--- src/rtl/q31_pkg.sv ---
// Shared definitions for the Q31 saturating unit.
// Assumes two's complement operands; opcode bit 1 selects doubling,
// opcode bit 0 selects subtraction.
package q31_pkg;
    localparam int Q31_W = 32;

    typedef enum logic [1:0] {
        OP_ADD  = 2'b00,
        OP_SUB  = 2'b01,
        OP_DADD = 2'b10,
        OP_DSUB = 2'b11
    } q31_op_e;
endpackage

--- src/rtl/q31_sat_doubler.sv ---
// Saturating doubler: returns 2*x clamped to the signed WIDTH range.
// Assumes WIDTH >= 2. Combinational, no state.
module q31_sat_doubler #(
    parameter int WIDTH = 32
) (
    input  logic [WIDTH-1:0] din,
    output logic [WIDTH-1:0] dout,
    output logic             clamped
);
    localparam logic [WIDTH-1:0] MAXV = {1'b0, {(WIDTH-1){1'b1}}};
    localparam logic [WIDTH-1:0] MINV = {1'b1, {(WIDTH-1){1'b0}}};

    // Overflow when the two top bits disagree; pick the bound by sign.
    always_comb begin
        clamped = din[WIDTH-1] ^ din[WIDTH-2];
        if (clamped)
            dout = din[WIDTH-1] ? MINV : MAXV;
        else
            dout = {din[WIDTH-2:0], 1'b0};
    end
endmodule

--- src/rtl/q31_sat_addsub.sv ---
// Saturating adder/subtractor on signed WIDTH operands.
// Computes in WIDTH+1 bits and clamps when the top two bits disagree.
module q31_sat_addsub #(
    parameter int WIDTH = 32
) (
    input  logic [WIDTH-1:0] x,
    input  logic [WIDTH-1:0] y,
    input  logic             sub,
    output logic [WIDTH-1:0] sum,
    output logic             clamped
);
    localparam int EXT = WIDTH + 1;
    localparam logic [WIDTH-1:0] MAXV = {1'b0, {(WIDTH-1){1'b1}}};
    localparam logic [WIDTH-1:0] MINV = {1'b1, {(WIDTH-1){1'b0}}};

    logic [EXT-1:0] xe;
    logic [EXT-1:0] ye;
    logic [EXT-1:0] wide;

    // Sign-extend and form the exact sum or difference.
    always_comb begin
        xe   = {x[WIDTH-1], x};
        ye   = {y[WIDTH-1], y};
        wide = sub ? (xe - ye) : (xe + ye);
    end

    // Clamp to the bound on the side of the true sign.
    always_comb begin
        clamped = wide[EXT-1] ^ wide[EXT-2];
        if (clamped)
            sum = wide[EXT-1] ? MINV : MAXV;
        else
            sum = wide[WIDTH-1:0];
    end
endmodule

--- src/rtl/q31_sticky_flag.sv ---
// Sticky saturation record with synchronous active-low reset.
// Clear wins over a same-cycle set; set needs an issued operation.
module q31_sticky_flag (
    input  logic clk,
    input  logic rst_n,
    input  logic set_req,
    input  logic clr_req,
    output logic flag
);
    // Update the sticky bit once per edge.
    always_ff @(posedge clk) begin
        if (!rst_n)
            flag <= 1'b0;
        else if (clr_req)
            flag <= 1'b0;
        else if (set_req)
            flag <= 1'b1;
    end
endmodule

--- src/rtl/q31_satalu.sv ---
// Q31 saturating add/subtract unit, top level.
// Result and sat_hit are combinational from opcode and operands;
// only the sticky bit is registered. Doubling forms chain two clamps.
module q31_satalu #(
    parameter int WIDTH = q31_pkg::Q31_W
) (
    input  logic             clk,
    input  logic             rst_n,
    input  logic             issue,
    input  logic [1:0]       opcode,
    input  logic [WIDTH-1:0] opa,
    input  logic [WIDTH-1:0] opb,
    input  logic             sticky_clr,
    output logic [WIDTH-1:0] result,
    output logic             sat_hit,
    output logic             q_sticky
);
    import q31_pkg::*;

    q31_op_e          op;
    logic [WIDTH-1:0] dbl_val;
    logic             dbl_clamp;
    logic [WIDTH-1:0] second;
    logic             use_dbl;
    logic             fin_clamp;

    // Decode the opcode into stage controls.
    always_comb begin
        op      = q31_op_e'(opcode);
        use_dbl = (op == OP_DADD) || (op == OP_DSUB);
    end

    q31_sat_doubler #(.WIDTH(WIDTH)) u_dbl (
        .din     (opb),
        .dout    (dbl_val),
        .clamped (dbl_clamp)
    );

    // Pick the raw or doubled second operand.
    always_comb second = use_dbl ? dbl_val : opb;

    q31_sat_addsub #(.WIDTH(WIDTH)) u_add (
        .x       (opa),
        .y       (second),
        .sub     (opcode[0]),
        .sum     (result),
        .clamped (fin_clamp)
    );

    // Merge the clamp indications of both stages.
    always_comb sat_hit = fin_clamp | (use_dbl & dbl_clamp);

    q31_sticky_flag u_flag (
        .clk     (clk),
        .rst_n   (rst_n),
        .set_req (issue & sat_hit),
        .clr_req (sticky_clr),
        .flag    (q_sticky)
    );
endmodule

--- config.mk ---
export PLATFORM = sky130hd
export DESIGN_NAME = q31_satalu
export DESIGN_NICKNAME = d
export VERILOG_FILES = /design/src/rtl/q31_pkg.sv /design/src/rtl/q31_sat_doubler.sv /design/src/rtl/q31_sat_addsub.sv /design/src/rtl/q31_sticky_flag.sv /design/src/rtl/q31_satalu.sv
export SDC_FILE = /design/constraint.sdc
export NUM_CORES = 1
export LEC_CHECK = 0
export BUFFER_PORTS_ARGS = -buffer_cell sky130_fd_sc_hd__buf_2
export CORE_MARGIN = 3
export CORE_UTILIZATION = 37
export DETAILED_ROUTE_END_ITERATION = 12
export GPL_TIMING_DRIVEN = 0
export PLACE_DENSITY_LB_ADDON = 0.3
export SYNTH_ARGS = -nofsm -noshare
export SYNTH_HDL_FRONTEND = slang
export SYNTH_HIERARCHICAL = 1
export SYNTH_SLANG_ARGS = --single-unit
--- constraint.sdc ---
create_clock -name clk -period 6.7 [get_ports clk]
set_input_delay 0 -clock clk [delete_from_list [all_inputs] [get_ports clk]]
set_output_delay 0 -clock clk [all_outputs]
set_load 0.01 [all_outputs]
## Word level (Yosys, flattened, before mapping)

Cells that the tools add are included.
Widths: inputs -> output; s select.

| operators by class | value |
|---|---|
| add/sub/neg operators | 2 |
| equal/unequal tests | 2 |
| mux-type cells | 6 |
| bitwise logic cells | 6 |
| reduce and logical (&&, ||, !) cells | 2 |

Operator list:

| operator | count |
|---|---|
| $mux 32 | 5 |
| $add 32x32->33 | 1 |
| $mux 33 | 1 |
| $sub 32x32->33 | 1 |
| $eq 2x2->1 const B | 2 |
| $and 1x1->1 | 2 |
| $reduce_or 2->1 | 1 |
| $xor 1x1->1 | 2 |
| $logic_or 1x1->1 | 1 |
| $not 1->1 | 1 |
| $or 1x1->1 | 1 |

| storage, ports and cells | value |
|---|---|
| register bits | 1 |
| bits of input ports | 70 |
| output and inout bits | 34 |
| word-level logic and storage cells | 19 |

## Logic depth before layout (Yosys ltp)

| logic depth | value |
|---|---|
| depth after elaboration | 8 |
| mapped depth | 29 |
| depth with buffers taken out | 26 |

## Modules after synthesis

The synthesis kept the hierarchy.

Modules (own cells, without submodules):

| module | instances | cells each | area each (um^2) | sequential area each (um^2) |
|---|---|---|---|---|
| q31_sat_addsub | 1 | 401 | 2791.4 | 0.0 |
| q31_satalu | 1 | 38 | 559.3 | 0.0 |
| q31_sat_doubler | 1 | 74 | 351.6 | 0.0 |
| q31_sticky_flag | 1 | 3 | 36.3 | 20.0 |

## Worst setup path after synthesis

No wires, ideal clock.

| timing path | value |
|---|---|
| kind | input to register |
| from | in opb[30] |
| to | reg u_flag.flag |
| library setup time | 116 ps |
| arrival time | 4872 ps |
| data required time | 6584 ps |
| slack | 1712 ps |
| stages on the path | 26 |
| buffers on the path | 1 |
| path through | inv_1 ha_1 nor2b_1 buf_2 a21oi_1 mux2_4 or4_1 nor2b_1 and3_1 and2_1 nand3b_1 nor4_1 nor2_1 xnor2_1 ha_1 and3_1 and4_1 and3_1 a22o_1 a31o_2 xor2_4 xnor2_1 a21o_2 and2_1 nor2_1 nor3b_2 |

| on the way | value |
|---|---|
| cells in the longest elaborated chain, start to end | 8 |
| elaborated cells on any way between the ends | 10 |
| classes of those cells | 2 x add/sub; 3 x mux; 5 x bitwise |

RTL lines:

| what | RTL line | text |
|---|---|---|
| start, declared | q31_satalu.sv:12 | `input logic [WIDTH-1:0] opb,` |
| $xor 1x1->1 (*) | q31_sat_doubler.sv:15 | `clamped = din[WIDTH-1] ^ din[WIDTH-2];` |
| $mux 32 (*) | q31_sat_doubler.sv:16 | `if (clamped)` |
| net dbl_val[3] | q31_satalu.sv:21 | `logic [WIDTH-1:0] dbl_val;` |
| $mux 32 (*) | q31_satalu.sv:40 | `always_comb second = use_dbl ? dbl_val : opb;` |
| net second[3] | q31_satalu.sv:23 | `logic [WIDTH-1:0] second;` |
| $add 32x32->33 or $sub 32x32->33 (tied branches) | q31_sat_addsub.sv:24 | `wide = sub ? (xe - ye) : (xe + ye);` |
| $mux 33 (*) | q31_sat_addsub.sv:24 |  |
| $xor 1x1->1 (*) | q31_sat_addsub.sv:29 | `clamped = wide[EXT-1] ^ wide[EXT-2];` |
| net fin_clamp | q31_satalu.sv:25 | `logic fin_clamp;` |
| $or 1x1->1 (*) | q31_satalu.sv:51 | `always_comb sat_hit = fin_clamp \| (use_dbl & dbl_clamp);` |
| net sat_hit | q31_satalu.sv:15 | `output logic sat_hit,` |
| $and 1x1->1 (*) | q31_satalu.sv:56 | `.set_req (issue & sat_hit),` |
| end signal, assigned | q31_sticky_flag.sv:13 | `flag <= 1'b0;` |
| end signal, assigned | q31_sticky_flag.sv:15 | `flag <= 1'b0;` |
| end signal, assigned | q31_sticky_flag.sv:17 | `flag <= 1'b1;` |
| end, declared | q31_sticky_flag.sv:8 | `output logic flag` |

The timed path passes the listed nets; every way through them passes the cells marked *.
A chain may end at the register's enable or synchronous reset.

## Final worst setup path

| timing path | value |
|---|---|
| from | in opb[30] |
| to | reg u_flag.flag |

| on the way | value |
|---|---|
| cells in the longest elaborated chain, start to end | 8 |
| elaborated cells on any way between the ends | 10 |
| classes of those cells | 2 x add/sub; 3 x mux; 5 x bitwise |

RTL lines:

| what | RTL line |
|---|---|
| $xor 1x1->1 (*) | q31_sat_doubler.sv:15 |
| $mux 32 (*) | q31_sat_doubler.sv:16 |
| net dbl_val[3] | q31_satalu.sv:21 |
| $mux 32 (*) | q31_satalu.sv:40 |
| net second[3] | q31_satalu.sv:23 |
| $add 32x32->33 or $sub 32x32->33 (tied branches) | q31_sat_addsub.sv:24 |
| $mux 33 (*) | q31_sat_addsub.sv:24 |
| $xor 1x1->1 (*) | q31_sat_addsub.sv:29 |
| net fin_clamp | q31_satalu.sv:25 |
| $or 1x1->1 (*) | q31_satalu.sv:51 |
| $and 1x1->1 (*) | q31_satalu.sv:56 |

Marks and branches as above.

==> impl_metrics.py <==
metrics = {
    "run_status": {
        "status": "finished clean",
    },
    "finish": {
        "layout-drive-gt1-share_pct": 30.8,
        "final_cell_mix": "buf_2, a21oi_1, inv_1, xnor2_1, nor2_1",
        "regArea_um2": 20.0,
        "biggestRegsByFlops": "u_flag/flag (1)",
        "nNetsFinal": 726,
        "largest-register": "u_flag/flag",
        "largest_reg_flops": 1,
        "insertedDiodeCount": 0,
        "final_common_cell": "buf_2",
        "fill_cells": 1078,
        "multi_input_area_mm2": 0.00333,
        "syn_to_final_growth_pct": 18.0,
    },
    "route": {
        "drt_iter0_drc": 133,
        "drc": 0,
        "routed_wl_mm": 10.8,
        "dr.pass1.iters": 4,
        "antenna_left": 0,
        "routedWlPerCell_um": 14.4,
        "vias_per_cell": 5.25,
        "vias": 3935,
    },
    "setup_path": {
        "arrival_ps": 5750,
        "required_ps": 6580,
        "critPathMaxFanout": 10,
        "critPathKind": "input port to register",
        "endpoint_kind": "register",
        "crit_path_start_kind": "input port",
    },
    "yosys": {
        "syn_nets": 623,
        "synth-seq-cells": 1,
        "synth_edf_count": 0,
        "ys_types": 64,
        "synth_ff_type": "dfxtp_1",
        "async_flop_share_pct": 0,
        "synth_area_mm2": 0.00374,
        "ys_warn_count": 6,
        "synthCells": 516,
        "ys_seq_area_share_pct": 0.535,
        "syn_avg_cell_area_um2": 7.25,
    },
    "min_path": {
        "hp-class": "input port to register",
    },
    "clocking": {
        "postCtsHoldBufs": 0,
        "cts_setup_buffers": 0,
        "post_cts_resized": 0,
        "clk_latency_ps": 0,
        "clk_pin_slew_ps": 0,
    },
    "timing": {
        "drv_slew": 0,
        "slew_headroom_pct": 64.5,
        "tns_ps": 0,
        "holdWs_ps": 175,
        "grt_setup_unrepaired": "no",
        "fmax_ghz": 0.170,
        "fin_crit_ps": 5870,
        "tightest_slew_ps": 533,
        "fin_skew_ps": 0,
        "finalHoldViolCount": 0,
        "fin_crit_sh_pct": 87.6,
        "setup_viol": 0,
    },
    "job": {
        "drv_cap": 0,
    },
    "die": {
        "die_h_um": 107,
        "dieArea_mm2": 0.0113,
        "pin_count": 104,
        "row_count": 36,
        "core_mm2": 0.00982,
        "start_util_pct": 38.1,
        "die_w_um": 107,
    },
    "power_and_ir_drop": {
        "internal-power_w": 0.000432,
        "power.switching_w": 0.000543,
        "seq_power_share_pct": 0.7,
        "peakVddDrop_mv": 0.0983,
        "p_comb_share_pct": 99.3,
        "cellLeakagePower_nw": 2.09,
        "clkPwrFrac_pct": 0,
        "switching_share_pct": 55.7,
        "p_per_area_mw_per_mm2": 221,
    },
    "placement": {
        "gp_congestion": 0.851,
        "portBuffers": 101,
        "hpwl_mm": 9.41,
    },
    "global_routing": {
        "grt_max_degree": 11,
        "grt_pass1_wl_mm": 17.3,
        "grt_overflow": 0,
        "grt_use_total_pct": 18.0,
        "antenna_found_initial": 0,
        "grt_pass1_vias": 3598,
    },
}
-- cell usage after synthesis, drive strengths merged (5+ instances only) --
master  instances  share of area (%)
a21o           12                2.4
a21oi         111                 17
a31oi           7                1.2
and2            5               0.84
buf            16                4.2
clkbuf         10                1.0
ha             36                 12
inv            52                5.2
maj3            5                1.5
mux2           32                 13
nand2          20                2.0
nand2b          7                1.2
nand4           5               0.84
nor2           42                4.2
nor3            9                1.3
o21a            5                1.0
o21ai          24                3.4
xnor2          50                 12
xor2           11                3.3
-- metal layers --
metal / share of wire, % / vias to the layer above / track usage, %
met2: 45 / 117 / 30.1
met3: 5.2 / 8 / 1.15
li1: - / 2035 / -
met4: 0.96 / 0 / 1.55
met5: 0 / - / 0
met1: 49 / 1775 / 26.3
-- critical path, stage by stage --
cell and delay [ps]:
buf_2 120, inv_1 50, ha_1 340, nor2b_1 180, buf_2 240, a21oi_1 60
mux2_4 290, or4_1 570, nor2b_1 250, and3_1 280, and2_1 200, nand3b_1 130
nor3_1 360, a21oi_1 140, xnor2_1 160, ha_1 340, and4_1 270, and3_1 210
a22o_1 180, a31o_2 250, xor2_4 400, xnor2_1 180, a21o_2 220, and2_1 150
nor2_1 130, nor3b_2 60
-- path summary, 6_finish.rpt --
check / end / from / slack, ps / cells after the start
min reg2reg: u_flag/flag / u_flag/flag / 550 / 2
max: u_flag/flag / opb[30] / 830 / 26
max reg2reg: u_flag/flag / u_flag/flag / 6090 / 2
min: u_flag/flag / sticky_clr / 170 / 2
-- cell type report --
| type | count | area share (%) |
|---|---|---|
| buffer | 26 | 4.43 |
| inverter | 52 | 4.43 |
| multi-input combinational | 437 | 75.5 |
| sequential | 1 | 0.454 |
| tap | 133 | 3.77 |
| timing repair buffer | 101 | 11.5 |
-- stage by stage --
stage,power (W),worst slack [ps],std cells,utilization [%],instance area [um^2]
after floorplan,0.000703,1710,516,-,3740
after global placement,0.000966,917,750,44.9,4410
after detailed placement,0.000976,849,750,44.9,4410
after CTS,0.000979,839,750,44.9,4410
after global routing,0.00107,402,750,44.9,4410
final,0.000975,833,750,44.9,4410
-- power groups by stage --
stage	combinational [W]	sequential [W]	clock, W
after floorplan	0.000696	0.00000750	0
after global placement	0.000959	0.00000711	0
after detailed placement	0.000969	0.00000710	0
after CTS	0.000972	0.00000711	0
after global routing	0.00106	0.00000720	0
final	0.000968	0.00000710	0
-- cell families after synthesis --
logic type               Yosys count  share of synthesized area (%)
adder cells (fa/ha/maj)           42                           14.1
flip-flops                         1                          0.535
buffers and inverters             78                           10.4
multiplexers                      33                           12.9
XOR/XNOR                          61                           15.0
AND/OR/NAND/NOR                  116                           16.2
AO/OA/AOI/OAI                    185                           30.8
No activity file was read; power rests on OpenSTA's default activity.
